===== src/rtl/board_ctrl_pkg.sv =====
package board_ctrl_pkg;

    localparam int OFF_W     = 20;
    localparam int DATA_W    = 32;
    localparam int CHAR_W    = 8;
    localparam int NUM_CHARS = DATA_W / 4;
    localparam int CIDX_W    = $clog2(NUM_CHARS);
    localparam int TEXT_W    = NUM_CHARS * CHAR_W;

    localparam logic [OFF_W-1:0] OFF_SWITCH  = 20'h00200;
    localparam logic [OFF_W-1:0] OFF_STATUS  = 20'h00208;
    localparam logic [OFF_W-1:0] OFF_JUMPER  = 20'h00210;
    localparam logic [OFF_W-1:0] OFF_LED     = 20'h00408;
    localparam logic [OFF_W-1:0] OFF_HEXWORD = 20'h00410;
    localparam logic [OFF_W-1:0] OFF_CHAR0   = 20'h00418;
    localparam logic [OFF_W-1:0] OFF_SOFTRST = 20'h00500;
    localparam logic [OFF_W-1:0] OFF_BREAK   = 20'h00508;
    localparam logic [OFF_W-1:0] OFF_GPOUT   = 20'h00A00;
    localparam logic [OFF_W-1:0] OFF_GPIN    = 20'h00A08;
    localparam logic [OFF_W-1:0] OFF_I2CIN   = 20'h00B00;
    localparam logic [OFF_W-1:0] OFF_I2COE   = 20'h00B08;
    localparam logic [OFF_W-1:0] OFF_I2COUT  = 20'h00B10;
    localparam logic [OFF_W-1:0] OFF_I2CSEL  = 20'h00B18;

    localparam logic [OFF_W-1:0] CHAR_SPAN   = OFF_W'((NUM_CHARS - 1) * 8);

    localparam logic [DATA_W-1:0] SOFTRST_KEY = 32'h0000_0042;
    localparam logic [7:0]        BREAK_RST   = 8'h0A;
    localparam logic [DATA_W-1:0] I2CIN_RST   = 32'h0000_0003;
    localparam logic [DATA_W-1:0] I2COUT_RST  = 32'h0000_0003;
    localparam logic [CHAR_W-1:0] SPACE_CHAR  = 8'h20;

    typedef enum logic [3:0] {
        SEL_NONE,
        SEL_SWITCH,
        SEL_STATUS,
        SEL_JUMPER,
        SEL_LED,
        SEL_HEXWORD,
        SEL_CHAR,
        SEL_SOFTRST,
        SEL_BREAK,
        SEL_GPOUT,
        SEL_GPIN,
        SEL_I2CIN,
        SEL_I2COE,
        SEL_I2COUT,
        SEL_I2CSEL
    } reg_sel_e;

    typedef struct packed {
        reg_sel_e            sel;
        logic [CIDX_W-1:0]   cidx;
    } dec_t;

    function automatic logic [CHAR_W-1:0] nib_to_ascii(input logic [3:0] n);
        if (n < 4'd10) return 8'h30 + {4'h0, n};
        return 8'h37 + {4'h0, n};
    endfunction

    function automatic logic [TEXT_W-1:0] word_to_text(input logic [DATA_W-1:0] w);
        logic [TEXT_W-1:0] t;
        t = '0;
        for (int i = 0; i < NUM_CHARS; i++) begin
            t[i*CHAR_W +: CHAR_W] = nib_to_ascii(w[DATA_W-4-4*i +: 4]);
        end
        return t;
    endfunction

endpackage


===== src/rtl/bc_decode.sv =====
module bc_decode
    import board_ctrl_pkg::*;
(
    input  logic [OFF_W-1:0] off,
    output dec_t             dec
);

    logic [OFF_W-1:0] char_delta;

    always_comb begin
        char_delta = off - OFF_CHAR0;
        dec.cidx   = char_delta[CIDX_W+2:3];
        unique case (off)
            OFF_SWITCH:  dec.sel = SEL_SWITCH;
            OFF_STATUS:  dec.sel = SEL_STATUS;
            OFF_JUMPER:  dec.sel = SEL_JUMPER;
            OFF_LED:     dec.sel = SEL_LED;
            OFF_HEXWORD: dec.sel = SEL_HEXWORD;
            OFF_SOFTRST: dec.sel = SEL_SOFTRST;
            OFF_BREAK:   dec.sel = SEL_BREAK;
            OFF_GPOUT:   dec.sel = SEL_GPOUT;
            OFF_GPIN:    dec.sel = SEL_GPIN;
            OFF_I2CIN:   dec.sel = SEL_I2CIN;
            OFF_I2COE:   dec.sel = SEL_I2COE;
            OFF_I2COUT:  dec.sel = SEL_I2COUT;
            OFF_I2CSEL:  dec.sel = SEL_I2CSEL;
            default: begin
                if ((off >= OFF_CHAR0) && (char_delta <= CHAR_SPAN)
                    && (char_delta[2:0] == 3'b000))
                    dec.sel = SEL_CHAR;
                else
                    dec.sel = SEL_NONE;
            end
        endcase
    end

endmodule


===== src/rtl/bc_display.sv =====
module bc_display
    import board_ctrl_pkg::*;
(
    input  logic               clk,
    input  logic               rst,
    input  logic               wr_word,
    input  logic               wr_char,
    input  logic [CIDX_W-1:0]  cidx,
    input  logic [DATA_W-1:0]  wdata,
    output logic [TEXT_W-1:0]  text
);

    logic [TEXT_W-1:0] text_q;

    always_ff @(posedge clk) begin
        if (rst) begin
            text_q <= {NUM_CHARS{SPACE_CHAR}};
        end else if (wr_word) begin
            text_q <= word_to_text(wdata);
        end else if (wr_char) begin
            text_q[cidx*CHAR_W +: CHAR_W] <= wdata[CHAR_W-1:0];
        end
    end

    assign text = text_q;

    assert_text_hold_R7: assert property (@(posedge clk) disable iff (rst)
        (!wr_word && !wr_char) |=> $stable(text));

    assert_word_msn_first_R6: assert property (@(posedge clk) disable iff (rst)
        (wr_word && wdata[DATA_W-1:DATA_W-4] == 4'hF) |=> (text[CHAR_W-1:0] == 8'h46));

endmodule


===== src/rtl/bc_i2c.sv =====
module bc_i2c
    import board_ctrl_pkg::*;
(
    input  logic              clk,
    input  logic              rst,
    input  logic              wr_oe,
    input  logic              wr_out,
    input  logic              wr_sel,
    input  logic [DATA_W-1:0] wdata,
    output logic [1:0]        oe,
    output logic [DATA_W-1:0] out_word,
    output logic              sel,
    output logic              scl_o,
    output logic              sda_o
);

    logic [1:0]        oe_q;
    logic [DATA_W-1:0] out_q;
    logic              sel_q;

    always_ff @(posedge clk) begin
        if (rst) begin
            oe_q  <= 2'b00;
            out_q <= I2COUT_RST;
            sel_q <= 1'b1;
        end else begin
            if (wr_oe)  oe_q  <= wdata[1:0];
            if (wr_out) out_q <= wdata;
            if (wr_sel) sel_q <= wdata[0];
        end
    end

    assign oe       = oe_q;
    assign out_word = out_q;
    assign sel      = sel_q;
    assign scl_o    = out_q[1];
    assign sda_o    = out_q[0];

    assert_lines_follow_write_R13: assert property (@(posedge clk) disable iff (rst)
        wr_out |=> (scl_o == $past(wdata[1]) && sda_o == $past(wdata[0])));

    assert_lines_hold_R13: assert property (@(posedge clk) disable iff (rst)
        !wr_out |=> ($stable(scl_o) && $stable(sda_o)));

    assert_sel_hold_R12: assert property (@(posedge clk) disable iff (rst)
        !wr_sel |=> $stable(sel));

endmodule


===== src/rtl/board_ctrl_regs.sv =====
module board_ctrl_regs
    import board_ctrl_pkg::*;
#(
    parameter bit BIG_ENDIAN = 1'b0
) (
    input  logic              clk,
    input  logic              rst,
    input  logic [19:0]       bus_addr,
    input  logic              bus_we,
    input  logic [31:0]       bus_wdata,
    output logic [31:0]       bus_rdata,
    output logic              soft_reset_req,
    output logic [7:0]        led_bar,
    output logic [63:0]       disp_chars,
    output logic [7:0]        gp_out,
    output logic [1:0]        i2c_oe,
    output logic              i2c_scl_o,
    output logic              i2c_sda_o,
    input  logic              i2c_sda_i
);

    localparam logic [DATA_W-1:0] STATUS_WORD = BIG_ENDIAN ? 32'h12 : 32'h10;

    dec_t              dec;
    logic [7:0]        led_q;
    logic [7:0]        brk_q;
    logic [7:0]        gp_q;
    logic              soft_q;
    logic [DATA_W-1:0] i2c_word;
    logic              i2c_sel;

    bc_decode u_decode (
        .off (bus_addr),
        .dec (dec)
    );

    bc_display u_display (
        .clk     (clk),
        .rst     (rst),
        .wr_word (bus_we && dec.sel == SEL_HEXWORD),
        .wr_char (bus_we && dec.sel == SEL_CHAR),
        .cidx    (dec.cidx),
        .wdata   (bus_wdata),
        .text    (disp_chars)
    );

    bc_i2c u_i2c (
        .clk      (clk),
        .rst      (rst),
        .wr_oe    (bus_we && dec.sel == SEL_I2COE),
        .wr_out   (bus_we && dec.sel == SEL_I2COUT),
        .wr_sel   (bus_we && dec.sel == SEL_I2CSEL),
        .wdata    (bus_wdata),
        .oe       (i2c_oe),
        .out_word (i2c_word),
        .sel      (i2c_sel),
        .scl_o    (i2c_scl_o),
        .sda_o    (i2c_sda_o)
    );

    always_ff @(posedge clk) begin
        if (rst) begin
            led_q  <= 8'h00;
            brk_q  <= BREAK_RST;
            gp_q   <= 8'h00;
            soft_q <= 1'b0;
        end else begin
            if (bus_we && dec.sel == SEL_LED)   led_q <= bus_wdata[7:0];
            if (bus_we && dec.sel == SEL_BREAK) brk_q <= bus_wdata[7:0];
            if (bus_we && dec.sel == SEL_GPOUT) gp_q  <= bus_wdata[7:0];
            soft_q <= bus_we && (dec.sel == SEL_SOFTRST) && (bus_wdata == SOFTRST_KEY);
        end
    end

    always_comb begin
        unique case (dec.sel)
            SEL_STATUS: bus_rdata = STATUS_WORD;
            SEL_LED:    bus_rdata = {24'h0, led_q};
            SEL_BREAK:  bus_rdata = {24'h0, brk_q};
            SEL_GPOUT:  bus_rdata = {24'h0, gp_q};
            SEL_GPIN:   bus_rdata = i2c_sel ? i2c_word : '0;
            SEL_I2CIN:  bus_rdata = {I2CIN_RST[DATA_W-1:1], i2c_sda_i};
            SEL_I2COE:  bus_rdata = {30'h0, i2c_oe};
            SEL_I2COUT: bus_rdata = i2c_word;
            SEL_I2CSEL: bus_rdata = {31'h0, i2c_sel};
            default:    bus_rdata = '0;
        endcase
    end

    assign soft_reset_req = soft_q;
    assign led_bar        = led_q;
    assign gp_out         = gp_q;

    assert_softrst_cause_R5: assert property (@(posedge clk) disable iff (rst)
        soft_reset_req |-> $past(bus_we && bus_addr == OFF_SOFTRST && bus_wdata == SOFTRST_KEY));

    assert_led_hold_R4: assert property (@(posedge clk) disable iff (rst)
        !(bus_we && bus_addr == OFF_LED) |=> $stable(led_bar));

    assert_gpout_hold_R9: assert property (@(posedge clk) disable iff (rst)
        !(bus_we && bus_addr == OFF_GPOUT) |=> $stable(gp_out));

    assert_unknown_reads_zero_R1: assert property (@(posedge clk) disable iff (rst)
        (dec.sel == SEL_NONE) |-> (bus_rdata == '0));

    assert_i2cin_live_R11: assert property (@(posedge clk) disable iff (rst)
        (bus_addr == OFF_I2CIN) |-> (bus_rdata[0] == i2c_sda_i));

endmodule


===== config.mk =====
export PLATFORM = sky130hd
export DESIGN_NAME = board_ctrl_regs
export DESIGN_NICKNAME = d
export VERILOG_FILES = /design/src/rtl/board_ctrl_pkg.sv /design/src/rtl/bc_decode.sv /design/src/rtl/bc_display.sv /design/src/rtl/bc_i2c.sv /design/src/rtl/board_ctrl_regs.sv
export SDC_FILE = /design/constraint.sdc
export NUM_CORES = 1
export LEC_CHECK = 0
export BUFFER_PORTS_ARGS = -buffer_cell sky130_fd_sc_hd__clkbuf_2
export CAP_MARGIN = 20
export CORE_UTILIZATION = 50
export CTS_BUF_LIST = sky130_fd_sc_hd__clkbuf_16
export DETAILED_ROUTE_END_ITERATION = 8
export PLACE_DENSITY_LB_ADDON = 0.12
export SLEW_MARGIN = 20
export SYNTH_ARGS = -nofsm -noshare
export SYNTH_HDL_FRONTEND = slang
export SYNTH_SLANG_ARGS = --single-unit

===== constraint.sdc =====
create_clock -name clk -period 4.2 [get_ports clk]
set_input_delay 0.42 -clock clk [delete_from_list [all_inputs] [get_ports clk]]
set_output_delay 0.42 -clock clk [all_outputs]
set_load 0.01 [all_outputs]

======== After elaboration in Yosys (flattened, before gate mapping) ========
Cells that the tools add are included.
W data, S select, Z words.
cells by class
  $add $sub $neg .......................... 18
  magnitude comparators ................... 10
  eq/ne operators ......................... 26
  shift operators ......................... 2
  muxes and demuxes ....................... 47
  reductions and logical operators ........ 14
operator list
  cell                       count
  $pmux W32 S9               1
  $mux W64                   2
  $mux W8                    16
  $eq A20 B12 Y1 const B     6
  $add A6 B4 Y7 const A      16
  $eq A20 B11 Y1 const B     4
  $bwmux W64                 1
  $shift A8 B34 Y64 const A  1
  $shiftx A8 B34 Y64         1
  $eq A20 B10 Y1 const B     3
  $pmux W4 S13               1
  $neg A6 Y34                1
  $eq A32 B7 Y1 const B      1
  $lt A4 B4 Y1 const B       8
  $mux W32                   1
  $eq A4 B4 Y1 const B       7
  $mux W1                    24
  $ge A20 B11 Y1 const B     1
  $le A20 B6 Y1 const B      1
  $sub A20 B11 Y20 const B   1
  $eq A4 B3 Y1 const B       4
  $logic_and A1 B1 Y1        12
  $eq A4 B2 Y1 const B       1
  $logic_not A3 Y1           1
  2 further kinds            2
word-level totals
  register bits after elaboration ......... 124
  input port bits ......................... 56
  output and inout port bits .............. 117
  word-level logic and storage cells ...... 125

======== Logic depth before layout (Yosys ltp) ========
Gate-level depths: netlist (run 1).
  depth after elaboration ................. 12
  depth in mapped cells ................... 14
  depth with buffers taken out ............ 10

======== Cells and area by module ========
A second synthesis (run 1) with hierarchy kept.
unflattened totals
  cell total of the unflattened synthesis .. 848
  area total of the unflattened synthesis .. 7169.4 um2
by module, submodules not included
  module           times used  cells an instance  area each (um2)  sequential area each (um2)
  bc_display       1           447                3686.0           1281.2
  board_ctrl_regs  1           208                1646.6           500.5
  bc_i2c           1           115                1292.5           700.7
  bc_decode        1           78                 544.3            0.0

======== Least setup slack after synthesis (run 1) ========
Ideal clock, no wire load.
  path kind ............................... input to output
  start point ............................. in bus_addr[8]
  end point ............................... out bus_rdata[4]
  arrival ................................. 2.653 ns
  data required time ...................... 3.780 ns
  path slack .............................. 1.127 ns
  cell stages on the path ................. 8
  buffers on the path ..................... 1
  cells stage by stage .................... or4b_4 > o211a_1 > a2111o_1 > or3_1 > o21ai_0 > clkbuf_1 > a222oi_1 > nand2_1
between the ends
  cells in the longest elaborated chain, start to end .. 8
  elaborated cells on any way between the ends .. 30
  those cells by class .................... add/sub (1); order compare (2); eq/ne (22); mux (3); reduce/logical (2)
ends and longest elaborated chain
  item                                  line                   RTL
  from (decl)                           board_ctrl_regs.sv:8   input logic [19:0] bus_addr,
  $sub A20 B11 Y20                      bc_decode.sv:11        char_delta = off - OFF_CHAR0;
  $le A20 B6 Y1                         bc_decode.sv:28        if ((off >= OFF_CHAR0) && (char_delta <= CHAR_SPAN)
  $logic_and A1 B1 Y1                   bc_decode.sv:28
  $logic_and A1 B1 Y1                   bc_decode.sv:29        && (char_delta[2:0] == 3'b000))
  $mux W3                               bc_decode.sv:28
  $pmux W4 S13 (*)                      bc_decode.sv:13        unique case (off)
  $eq A4 B4 Y1 (tied with other cells)  board_ctrl_regs.sv:76  unique case (dec.sel)
  $pmux W32 S9 (*)                      board_ctrl_regs.sv:76
  to (decl)                             board_ctrl_regs.sv:11  output logic [31:0] bus_rdata,
Mark *: on every way between the ends. The rest lies on a longest branch, timed or not.

======== Worst setup path in the final report (run 1) ========
  start point ............................. in bus_addr[11]
  end point ............................... out bus_rdata[3]
The elaborated chain is that of the path after synthesis.

==> results.md, run 1 <==
- The flow ran to the end, and the final reports show no timing, DRC or antenna violations.
- Tracing the worst setup path back leads to its startpoint at bus_addr[11].
- Setup violations remaining at the end of the flow were counted as 0.
- The initial antenna violation count is 0.
- Cell internal power was estimated by the tool at 0.00206 W.
- The required arrival time at the worst endpoint is 3.78 ns.
- The number of nets in the synthesized netlist is 1002.
- The antenna diode count is 0.
- Adding up every negative setup slack in the final design gives 0 ns.
- The leading cell type in the layout, fill and taps excluded is sky130_fd_sc_hd__clkbuf_2.
- After detailed routing, the number of remaining DRC violations is 0.
- The count of placed standard cells including taps is 1232.
- The core region is 0.0138 mm².
- Relative to the synthesized area, the layout overhead comes to 21.5%.
- The layout net count is 1149.
- The effective utilization at floorplan is 51.1%.
- By area the synthesized netlist is led by sky130_fd_sc_hd__dfxtp_1 (35%), sky130_fd_sc_hd__nand2_1 (9.0%), sky130_fd_sc_hd__a21oi_1 (6.5%), sky130_fd_sc_hd__ha_1 (3.9%), sky130_fd_sc_hd__nor2_1 (3.5%).
- The post-cts hold buffer count is 0.
- Global routing finished with a remaining overflow of 0.
- The height of the die is 121 µm.
- The total wire length after detailed routing is 22.3 mm.
- Across the VDD grid, the largest voltage drop is 0.347 mV.
- CTS placed an instance of sky130_fd_sc_hd__clkbuf_16 at the clock tree root.
- Along the worst hold path, the cell count comes to 3.
- The beginning of the worst hold path is bus_wdata[8].
- The clock tree synthesis step divided the H-tree into 4 levels.
- The count of boundary I/O pins is 173.
- The share of layout cells above drive strength 1 is 22.4%.
- The number of enable flip-flop cells after synthesis is 0.
- In the final routed layout, each cell accounts on average for 17.7 µm.
- The HPWL after detailed placement is 15.7 mm.
- The first global-routing pass estimated 35.7 mm of wire.
- The switching share of power is 26.5%.
- The violation count after the first detailed-route iteration is 565.
- Once the clock tree was built, the setup fixing pass inserted 0 buffers.
- The number of endpoints with negative hold slack in the final report came to 0.
- The biggest area consumer among synthesized cells is sky130_fd_sc_hd__dfxtp_1.
- The number of slew-limit violations in the final report is 0.
- The static leakage is 3.61 nW.
- The remaining antenna violation count is 0.
- The mean post-synth cell area is 7.64 µm².
- The total via count after detailed routing is 7330.
- STA classifies the critical path startpoint as an input pin.
- The longest clock path from root to sink contains 2 buffers.
- In this run the power spent charging and discharging nets is 0.000744 W.
- The endpoint identified for the worst register-to-register timing path is u_display.text[37].
- The startpoint identified for the worst register-to-register timing path is u_display.text[37].
- Of all nets on the critical path, the largest fanout is 32.
- Clock latency on the worst-skew pair, taken at its later pin, is 0.42 ns.
- The top cell types in the final layout, fill and taps aside, are sky130_fd_sc_hd__clkbuf_2 (171), sky130_fd_sc_hd__nand2_1 (169), sky130_fd_sc_hd__dfxtp_1 (124).
- Excluding fillers, the count of instances in the completed layout stands at 1263.
- The clock tree from TritonCTS is yes.
- The async set-reset flop share out of synthesis is 0%.
- The number of core rows is 43.
- The logic depth of the worst register-to-register path is 3.
- The synthesis-stage register bit count is 124.
- The transition time at the pin with the least slew margin is 1.08 ns.
- The CTS sink count is 124.
- The clock network fraction of total power is 49.1%.
- The number of global-route vias before repair is 6665.
- The layout has 1290 filler cells.
- Buffers placed on the I/O ports in this run total 172.
- Sequential cells burn 42.0% of the power.
- The setup skew after layout is 0 ns.
- The die footprint is 0.0146 mm².
- The synthesized instance count is 924.
- The detailed-route vias per instance is 5.80.
- Power spread over the standard cell area amounts to 327 mW/mm².
- The worst setup path is of the in2out kind.
- Yosys printed 0 warnings.
- The iteration count of the initial detailed-routing pass is 6.
- The number of CTS-inserted buffers is 17.
- Global routing consumed, over all layers together, 31.3% of the routing resources.
- The share of the synthesized area in the top cell type is 35.2%.
- The hold-critical path endpoint is u_i2c.out_word[8].
- The worst setup slack for register-to-register paths is 3.26 ns.
- The worst setup path is captured at an output port.
- The clock transition at the registers of the reported paths is 0.06 ns.
- Before CTS, the worst setup slack after placement is 0.526 ns.
- After layout, the worst path uses 84.3% of the clock period.
- In this run the horizontal extent of the chip is 121 µm.
- Max-cap violations in this run came to 0.
- Yosys mapped the design onto 72 distinct sky130hd cell types.
- The area of the mapped netlist is 0.00706 mm².
- The routability congestion estimate is 0.917.
- The pin count of the biggest net entering global routing is 84.
- The sequential share of the synthesized area is 35.2%.
- Setup repair after global routing left no endpoint under its margin.
- The post-cts sizing count is 0.
- Measured against its own limit, the worst slew margin works out to 27.4%.
- The achievable frequency is 282 MHz.
- The shortest clock period the worst path allows after layout is 3.54 ns.
- The final worst setup slack is 0.659 ns.
- The total power consumption of the routed design is 0.00280 W.
- For this run, the leading register cell type out of synthesis is sky130_fd_sc_hd__dfxtp_1.
- Data arrives at the worst endpoint at 3.12 ns.
- The min-delay analysis places its worst path in the category in2reg.
- Of the total power, combinational logic draws 9.0%.
## critical path, stage by stage
cell and delay [ns]:
sky130_fd_sc_hd__clkbuf_2 0.24, sky130_fd_sc_hd__or4b_4 0.55, sky130_fd_sc_hd__o211a_1 0.24, sky130_fd_sc_hd__a2111o_1 0.49, sky130_fd_sc_hd__or3_1 0.39, sky130_fd_sc_hd__o21ai_4 0.29
sky130_fd_sc_hd__a222oi_1 0.25, sky130_fd_sc_hd__nand2_1 0.12, sky130_fd_sc_hd__clkbuf_2 0.13
## power groups by stage
stage	Clock [W]	Sequential (W)	Combinational, W
detailed placement	0	0.00120	0.000243
floorplan	0	0.00120	0.000146
global placement	0	0.00120	0.000244
global route	0.00145	0.00118	0.000274
finish	0.00138	0.00118	0.000251
CTS	0.00139	0.00118	0.000245
## kinds of logic after synthesis
family / synth area share (%)
simple gates: 29.9
compound gates: 20.9
flops: 35.2
buf+inv: 5.62
mux: 3.14
fa+ha+maj: 3.90
xor+xnor: 1.36
## cells in the mapped netlist (all sizes together), types with 3 or more instances
| cell type | count |
|---|---|
| a2111o | 3 |
| a211oi | 30 |
| a21o | 3 |
| a21oi | 91 |
| a221oi | 10 |
| a222oi | 6 |
| a22oi | 4 |
| a311oi | 6 |
| a31oi | 9 |
| and2 | 34 |
| and3 | 14 |
| buf | 20 |
| clkbuf | 46 |
| dfxtp | 124 |
| ha | 22 |
| inv | 28 |
| mux2i | 21 |
| nand2 | 169 |
| nand2b | 6 |
| nand3 | 34 |
| nand3b | 3 |
| nand4 | 9 |
| nor2 | 65 |
| nor2b | 20 |
| nor3 | 37 |
| nor4 | 8 |
| nor4b | 7 |
| o211ai | 4 |
| o21ai | 29 |
| o22ai | 5 |
| or3 | 6 |
| or4 | 4 |
| xnor2 | 7 |
| xor2 | 4 |
## stage by stage
stage               util, %  instance area [µm²]  hold WS, ns
detailed placement     58.0                 8030        0.439
global placement       58.0                 8030        0.434
floorplan                 -                 7060        0.427
global route           62.0                 8580        0.269
finish                 62.0                 8580        0.253
CTS                    62.0                 8570        0.241
## final cells by class
type | count | area [µm²] | share of cell area [%]
tap | 180 | 225 | 2.63
multi-input combinational | 706 | 4190 | 48.9
clock inverter | 14 | 120 | 1.40
sequential | 124 | 2480 | 28.9
timing repair buffer | 194 | 1030 | 12.0
clock buffer | 17 | 425 | 4.96
inverter | 28 | 105 | 1.23
## layer usage
layer  vias to the layer above  part of all wire (%)  track usage, %  wire (µm)
met1                      3372                    45            43.7      10100
li1                       3582                     -               -          -
met3                        48                   8.0            7.17       1790
met5                         -                     0               0          0
met4                         0                   2.6            11.7        579
met2                       328                    44            46.8       9900
## flip-flops by register name, indices dropped and copies added (netlist names)
signal          cells
u_i2c.oe            2
u_i2c.sel           1
brk_q               8
led_bar             8
u_i2c.out_word     32
soft_reset_req      1
gp_out              8
u_display.text     64
## worst max path at each step
stage | end | slack [ns] | depth (start not counted)
6_report | bus_rdata[3] | 0.66 | 9
5_1_grt | bus_rdata[3] | 0.50 | 9
4_1_cts | bus_rdata[7] | 0.54 | 9
3_5_place_dp | bus_rdata[7] | 0.53 | 9
3_3_place_gp | u_display.text[27] | 0.57 | 9
2_1_floorplan | bus_rdata[4] | 1.13 | 8
No activity file was read; power rests on OpenSTA's default activity.
==> run 2: changes to the inputs <==
==> constraint.sdc (replaced) <==
create_clock -name clk -period 3.45 [get_ports clk]
set_input_delay 0.345 -clock clk [delete_from_list [all_inputs] [get_ports clk]]
set_output_delay 0.345 -clock clk [all_outputs]
set_load 0.01 [all_outputs]
==> run 2 against run 1 <==
  * Highest routed layer unchanged
  * Wire length grew 0.17%
  * Register-to-register slack got worse by 0.75 ns
  * Setup slack worse by 0.53 ns
  * Total power up 19%
  * Combinational power up 26%
  * First-iteration DRC count rose by 53%
  * Global-route usage is 0.31 points lower
  * Cell count increased by 1.0%
  * Utilization increased by 0.81 points
  * Hold slack got worse by 0.082 ns
  * Sequential share of layout area decreased by 0.37 points
  * Sequential power increased by 21%
==> results.md, run 2 (synthesis results as in run 1) <==
- The shortest clock period the worst path allows after layout is 3.32 ns.
- The floorplan die width is 121 µm (unchanged).
- The post-cts hold buffer count is 0 (unchanged).
- The remaining routing DRC violations is 0 (unchanged).
- The count of placed standard cells including taps is 1246 (+1.1%).
- The H-tree depth reported by CTS came to 4 (unchanged).
- The number of slew-limit violations in the final report is 0 (unchanged).
- The number of endpoints with negative hold slack in the final report is 0 (unchanged).
- The start-to-end type of the worst setup path is in2out.
- The wire length of the first global-routing pass was 35.3 mm (-1.0%).
- Setup repair after global routing left no endpoint under its margin.
- The area growth from synthesis to layout is 23.1%.
- The run finished with clean final reports.
- The clock tree from TritonCTS is yes.
- The flip-flop count of the largest register after layout is 64 (unchanged).
- The layout net count is 1163 (+1.2%).
- The top cell types in the final layout, fill and taps aside, are sky130_fd_sc_hd__clkbuf_2 (171), sky130_fd_sc_hd__nand2_1 (169), sky130_fd_sc_hd__dfxtp_1 (124).
- The tightest slew margin relative to the limit came to 35.5% (+8.1 points).
- The CTS sink count is 124 (unchanged).
- The pin count of the biggest net entering global routing was 86 (+2.4%).
- The maximum ir drop on the vdd rail came to 0.321 mV (-7.5%).
- The power density over the cells came to 383 mW/mm² (+17%).
- The internal power component is 0.00249 W (+21%).
- The worst-case clock buffer depth is 2 (unchanged).
- The setup skew after layout is 0 ns (unchanged).
- The static leakage is 3.68 nW (+1.8%).
- The violation count after the first detailed-route iteration was 864 (+53%).
- The HPWL after detailed placement is 15.7 mm (about the same).
- The tree is rooted in a sky130_fd_sc_hd__clkbuf_16.
- The clock transition at the registers of the reported paths is 0.05 ns (about the same).
- The post-layout instance count excluding filler cells is 1276 (+1.0%).
- The total via count after detailed routing came to 7479 (+2.0%).
- The effective utilization at floorplan was 51.1% (unchanged).
- In this run the worst hold path is classified as in2reg.
- The reported max-cap violation count was 0 (unchanged).
- The total wire length after detailed routing is 22.4 mm (+0.17%).
- The transition time at the pin with the least slew margin is 0.961 ns (-0.123 ns).
- The switching share of power was 25.2% (-1.4 points).
- The final setup TNS is 0 ns (unchanged).
- The count of boundary I/O pins is 173 (unchanged).
- The number of core rows is 43 (unchanged).
- The portion of total power attributed to combinational logic is 9.5% (+0.5 points).
- The initial antenna violation count came to 0 (unchanged).
- The post-place instance area is 0.00817 mm² (+1.8%).
- The total overflow reported by the global router is 0 (unchanged).
- The die footprint is 0.0146 mm² (unchanged).
- The final-report setup violation count came to 0 (unchanged).
- The routed length per instance is 17.5 µm (-0.85%).
- The antenna diode count is 0 (unchanged).
- The maximum fanout along the worst path was 24 (-25%).
- The library cell used most frequently in the layout, excluding fill and tap cells, is sky130_fd_sc_hd__clkbuf_2.
- The overall global routing resource usage is 31.0% (-0.31 points).
- The routability congestion estimate came to 0.944 (+3.0%).
- The clock latency of the later-clocked register in the worst-skew pair came to 0.41 ns (about the same).
- The iteration count of the initial detailed-routing pass is 6 (unchanged).
- Static timing analysis puts the maximum clock frequency at 302 MHz.
- The post-cts sizing count is 0 (unchanged).
- The detailed-route vias per instance is 5.86 (+0.99%).
- The worst setup slack for register-to-register paths is 2.51 ns (-0.75 ns).
- Of the available clock period, the critical path in the final layout requires 96.1%.
- The number of global-route vias before repair is 6690 (+0.38%).
- The kind of start point of the critical path is an input pin.
- The required arrival time at the worst endpoint is 3.11 ns (-0.67 ns).
- The area of the core region is 0.0138 mm² (unchanged).
- The category of the worst setup path capture point is an output port.
- The height of the die was 121 µm (unchanged).
- The number of buffers inserted to repair setup after CTS is 0 (unchanged).
- The data arrival time at the worst-slack endpoint came to 2.97 ns (-0.15 ns).
- The switching power is 0.000837 W (+13%).
- The total non-filler cell area in the finished layout is 0.00869 mm² (+1.3%).
- The portion of total power attributed to sequential cells is 43.1% (+1.1 points).
- The remaining antenna violation count is 0 (unchanged).
- The share of layout cells above drive strength 1 came to 23.0% (+0.56 points).
- The clock network fraction of total power is 47.4% (-1.7 points).
- The number of CTS-inserted buffers is 17 (unchanged).
- The count of port buffers added during placement came to 172 (unchanged).
## run 2: cell count changes in the layout (fill, tap and decap cells not counted), moves of 2 or more
cell | before | now
sky130_fd_sc_hd__inv_1 | 28 | 31
sky130_fd_sc_hd__clkinv_4 | 3 | 0
sky130_fd_sc_hd__inv_6 | 3 | 0
sky130_fd_sc_hd__clkinv_1 | 2 | 4
sky130_fd_sc_hd__buf_12 | 0 | 3
sky130_fd_sc_hd__buf_4 | 23 | 33
## run 2: final timing paths
path                            cells after the start                 end          startpoint
worst max-delay path                               10       bus_rdata[29]         bus_addr[8]
worst min-delay path                                3   u_i2c.out_word[8]        bus_wdata[8]
worst max register to register                      3  u_display.text[37]  u_display.text[37]
worst min register to register                      2  u_i2c.out_word[24]  u_i2c.out_word[24]
## run 2: power groups by stage
stage	Combinational, W	Sequential (W)	Clock [W]
global placement	0.000305	0.00146	0
CTS	0.000309	0.00143	0.00160
finish	0.000317	0.00143	0.00158
global route	0.000345	0.00143	0.00167
detailed placement	0.000306	0.00146	0
floorplan	0.000177	0.00147	0
## run 2: layout make-up
class	instances	area [µm²]
multi-input cells	706	4190
repair buffers	208	1170
inverters	28	105
well taps	180	225
clock inverters	13	88.8
clock buffers	17	425
fillers	1299	5130
flip-flops and latches	124	2480
## run 2: through the flow
stage	util (%)	setup slack, ns	total power, W	hold WS, ns
floorplan	-	0.456	0.00164	0.427
global placement	59.1	0.160	0.00177	0.436
detailed placement	59.1	0.109	0.00177	0.440
CTS	62.8	0.0972	0.00334	0.162
global route	62.9	0.0415	0.00345	0.193
finish	62.9	0.133	0.00333	0.170
## run 2: worst max-delay path, stage by stage
cell and delay (ns):
sky130_fd_sc_hd__clkbuf_2 0.18, sky130_fd_sc_hd__or4b_4 0.58, sky130_fd_sc_hd__o211a_1 0.23, sky130_fd_sc_hd__a2111o_1 0.37
sky130_fd_sc_hd__buf_4 0.17, sky130_fd_sc_hd__or3_1 0.32, sky130_fd_sc_hd__o21ai_2 0.21, sky130_fd_sc_hd__buf_6 0.25
sky130_fd_sc_hd__and2_1 0.16, sky130_fd_sc_hd__clkbuf_2 0.14
## run 2: per-layer routing
layer	part of all wire, %	global-route usage, %	vias up
li1	-	-	3609
met1	45	43.3	3440
met2	44	46.6	374
met3	8.5	6.18	56
met4	2.9	12.3	0
met5	0	0	-
==> run 3: changes to the inputs <==
--- a/config.mk
+++ b/config.mk
@@ -5,7 +5,7 @@
 export SDC_FILE = /design/constraint.sdc
 export NUM_CORES = 1
 export LEC_CHECK = 0
-export BUFFER_PORTS_ARGS = -buffer_cell sky130_fd_sc_hd__clkbuf_2
+export BUFFER_PORTS_ARGS = -buffer_cell sky130_fd_sc_hd__buf_2
 export CAP_MARGIN = 20
 export CORE_UTILIZATION = 50
 export CTS_BUF_LIST = sky130_fd_sc_hd__clkbuf_16
==> run 3 against run 2 <==
  * Critical endpoint is now bus_rdata[27]
  * Global-route usage is 0.39 points lower
  * Largest cell class unchanged
  * First-iteration DRC count shrank 23%
  * Sequential share of layout area shrank 0.082 points
  * Die area is the same
  * Count of clock-buffer cells in the layout did not move
  * Wire length down 1.6%
==> results.md, run 3 (synthesis results as in run 1) <==
- The post-route clock period utilization is 95.6% (-0.52 points).
- The overall global routing resource usage came to 30.6% (-0.39 points).
- The maximum ir drop on the vdd rail came to 0.309 mV (-3.7%).
- The H-tree depth reported by CTS is 4 (unchanged).
- The post-synthesis to final-layout area growth is 23.5%.
- The share of layout cells above drive strength 1 is 23.2% (+0.25 points).
- The tightest slew margin relative to the limit was 32.8% (-2.6 points).
- The count of boundary I/O pins was 173 (unchanged).
- The area taken by flip-flops and latches came to 0.00248 mm² (unchanged).
- The effective utilization at floorplan came to 51.1% (unchanged).
- The area occupied by multi-input gates came to 0.00419 mm² (unchanged).
- The post-cts sizing count came to 0 (unchanged).
- The power density over the cells came to 396 mW/mm² (+3.4%).
- The clock network fraction of total power came to 49.3% (+1.9 points).
- The switching share of power came to 25.3% (+0.13 points).
- The worst setup path is captured at an output port.
- The clock transition at the registers of the reported paths is 0.06 ns (about the same).
- The HPWL after detailed placement is 15.5 mm (-0.95%).
- The routability congestion estimate was 0.925 (-2.1%).
- The iteration count of the initial detailed-routing pass is 5 (-1).
- The final-layout fill cell count was 1285 (-1.1%).
- The number of buffers inserted to repair setup after CTS is 0 (unchanged).
- The CTS sink count was 124 (unchanged).
- The layout net count is 1162 (-0.086%).
- The final-report setup violation count came to 0 (unchanged).
- The number of slew-limit violations in the final report came to 0 (unchanged).
- The portion of total power attributed to combinational logic is 9.1% (-0.4 points).
- The die footprint is 0.0146 mm² (unchanged).
- The area of the core region is 0.0138 mm² (unchanged).
- The path class of the lowest-slack min-delay path is in2reg.
- The flip-flop count of the largest register after layout was 64 (unchanged).
- Leaving out fill and tap cells, the most frequent cell in the layout is sky130_fd_sc_hd__buf_2.
- The total via count after detailed routing is 7369 (-1.5%).
- The number of endpoints with negative hold slack in the final report came to 0 (unchanged).
- The data arrival time at the worst-slack endpoint was 2.95 ns (-0.02 ns).
- The count of port buffers added during placement was 172 (unchanged).
- The total overflow reported by the global router is 0 (unchanged).
- In this run the clock root is driven by a sky130_fd_sc_hd__clkbuf_16.
- TritonCTS built the clock tree.
- The initial antenna violation count came to 0 (unchanged).
- The reported max-cap violation count is 0 (unchanged).
- STA classifies the critical path startpoint as an input pin.
- The maximum fanout along the worst path is 24 (unchanged).
- The top cell types in the final layout, fill and taps aside, are sky130_fd_sc_hd__buf_2 (171), sky130_fd_sc_hd__nand2_1 (169), sky130_fd_sc_hd__dfxtp_1 (124).
- The portion of total power attributed to sequential cells came to 41.6% (-1.5 points).
- The count of placed standard cells including taps is 1245 (-0.080%).
- The number of CTS-inserted buffers is 17 (unchanged).
- The static leakage is 3.76 nW (+2.2%).
- The clock latency of the later-clocked register in the worst-skew pair is 0.42 ns (about the same).
- The setup skew after layout is 0 ns (unchanged).
- The floorplan die width came to 121 µm (unchanged).
- The remaining antenna violation count is 0 (unchanged).
- The post-layout instance count excluding filler cells is 1277 (+0.078%).
- The post-cts hold buffer count was 0 (unchanged).
- The wire length of the first global-routing pass is 34.8 mm (-1.6%).
- The detailed-route vias per instance was 5.77 (-1.5%).
- Setup repair after global routing left no endpoint under its margin.
- The transition time at the pin with the least slew margin came to 1.00 ns (+0.0392 ns).
- The number of core rows was 43 (unchanged).
- The flow ran to the end, and the final reports show no timing, DRC or antenna violations.
- The total wire length after detailed routing is 22.0 mm (-1.6%).
- The required arrival time at the worst endpoint is 3.11 ns (about the same).
- The height of the die was 121 µm (unchanged).
- The shortest clock period the worst path allows after layout came to 3.30 ns (-0.0181 ns).
- The pin count of the biggest net entering global routing is 86 (unchanged).
- The achievable frequency was 303 MHz (+0.55%).
- The worst-case clock buffer depth is 2 (unchanged).
- The antenna diode count is 0 (unchanged).
- The switching power is 0.000873 W (+4.2%).
- The routed length per instance came to 17.2 µm (-1.7%).
- The internal power component is 0.00258 W (+3.5%).
- The violation count after the first detailed-route iteration was 662 (-23%).
- The number of global-route vias before repair came to 6512 (-2.7%).
- The final setup TNS is 0 ns (unchanged).
- The critical path in this run is classified as in2out.
- The remaining routing DRC violations is 0 (unchanged).
## run 3: changes by cell type in the layout (fill, tap and decap cells not counted), sizes merged
| cell | previous run | this run |
|---|---|---|
| clkbuf | 188 | 17 |
| buf | 37 | 207 |
| clkinv | 6 | 8 |
| bufinv | 1 | 2 |
| inv | 31 | 30 |
## run 3: per-stage QoR
step	setup slack, ns	total power [W]	hold WS (ns)	util [%]	cell area (µm²)
2_1_floorplan	0.456	0.00164	0.427	-	7060
3_3_place_gp	0.156	0.00177	0.434	58.9	8150
3_5_place_dp	0.116	0.00177	0.439	58.9	8150
4_1_cts	0.108	0.00346	0.175	63.0	8710
5_1_grt	0.0462	0.00356	0.190	63.0	8720
6_report	0.152	0.00345	0.184	63.0	8720
## run 3: power groups by stage
stage,clock network (W),registers [W],logic (W)
after floorplan,0,0.00147,0.000177
after global placement,0,0.00146,0.000303
after detailed placement,0,0.00146,0.000306
after CTS,0.00172,0.00143,0.000308
after global routing,0.00178,0.00143,0.000343
final,0.00170,0.00143,0.000315
## run 3: critical path, stage by stage
cell                       delay [ns]
sky130_fd_sc_hd__buf_2           0.17
sky130_fd_sc_hd__or4b_4          0.54
sky130_fd_sc_hd__o211a_1         0.24
sky130_fd_sc_hd__a2111o_1        0.39
sky130_fd_sc_hd__buf_4           0.18
sky130_fd_sc_hd__or3_1           0.32
sky130_fd_sc_hd__o21ai_2         0.22
sky130_fd_sc_hd__buf_6           0.25
sky130_fd_sc_hd__and2_1          0.16
sky130_fd_sc_hd__buf_2           0.13
## run 3: cell type report
class / instances / share of cell area [%]
clock inverter: 15 / 1.54
timing repair buffer: 207 / 13.2
clock buffer: 17 / 4.88
sequential: 124 / 28.5
multi-input combinational: 706 / 48.1
inverter: 28 / 1.21
tap: 180 / 2.58
## run 3: routing by layer
layer,part of all wire (%),GRT usage (%)
met4,1.9,10.2
met5,0,0
met2,44,45.8
met3,7.9,6.04
met1,46,43.7
## run 3: final timing paths
path / from / endpoint / slack, ns / cells after the start
setup / recovery: bus_addr[9] / bus_rdata[27] / 0.15 / 10
setup reg to reg: u_display.text[37] / u_display.text[37] / 2.52 / 3
hold / removal: bus_wdata[24] / u_i2c.out_word[24] / 0.18 / 3
hold reg to reg: u_display.text[20] / u_display.text[20] / 0.45 / 2
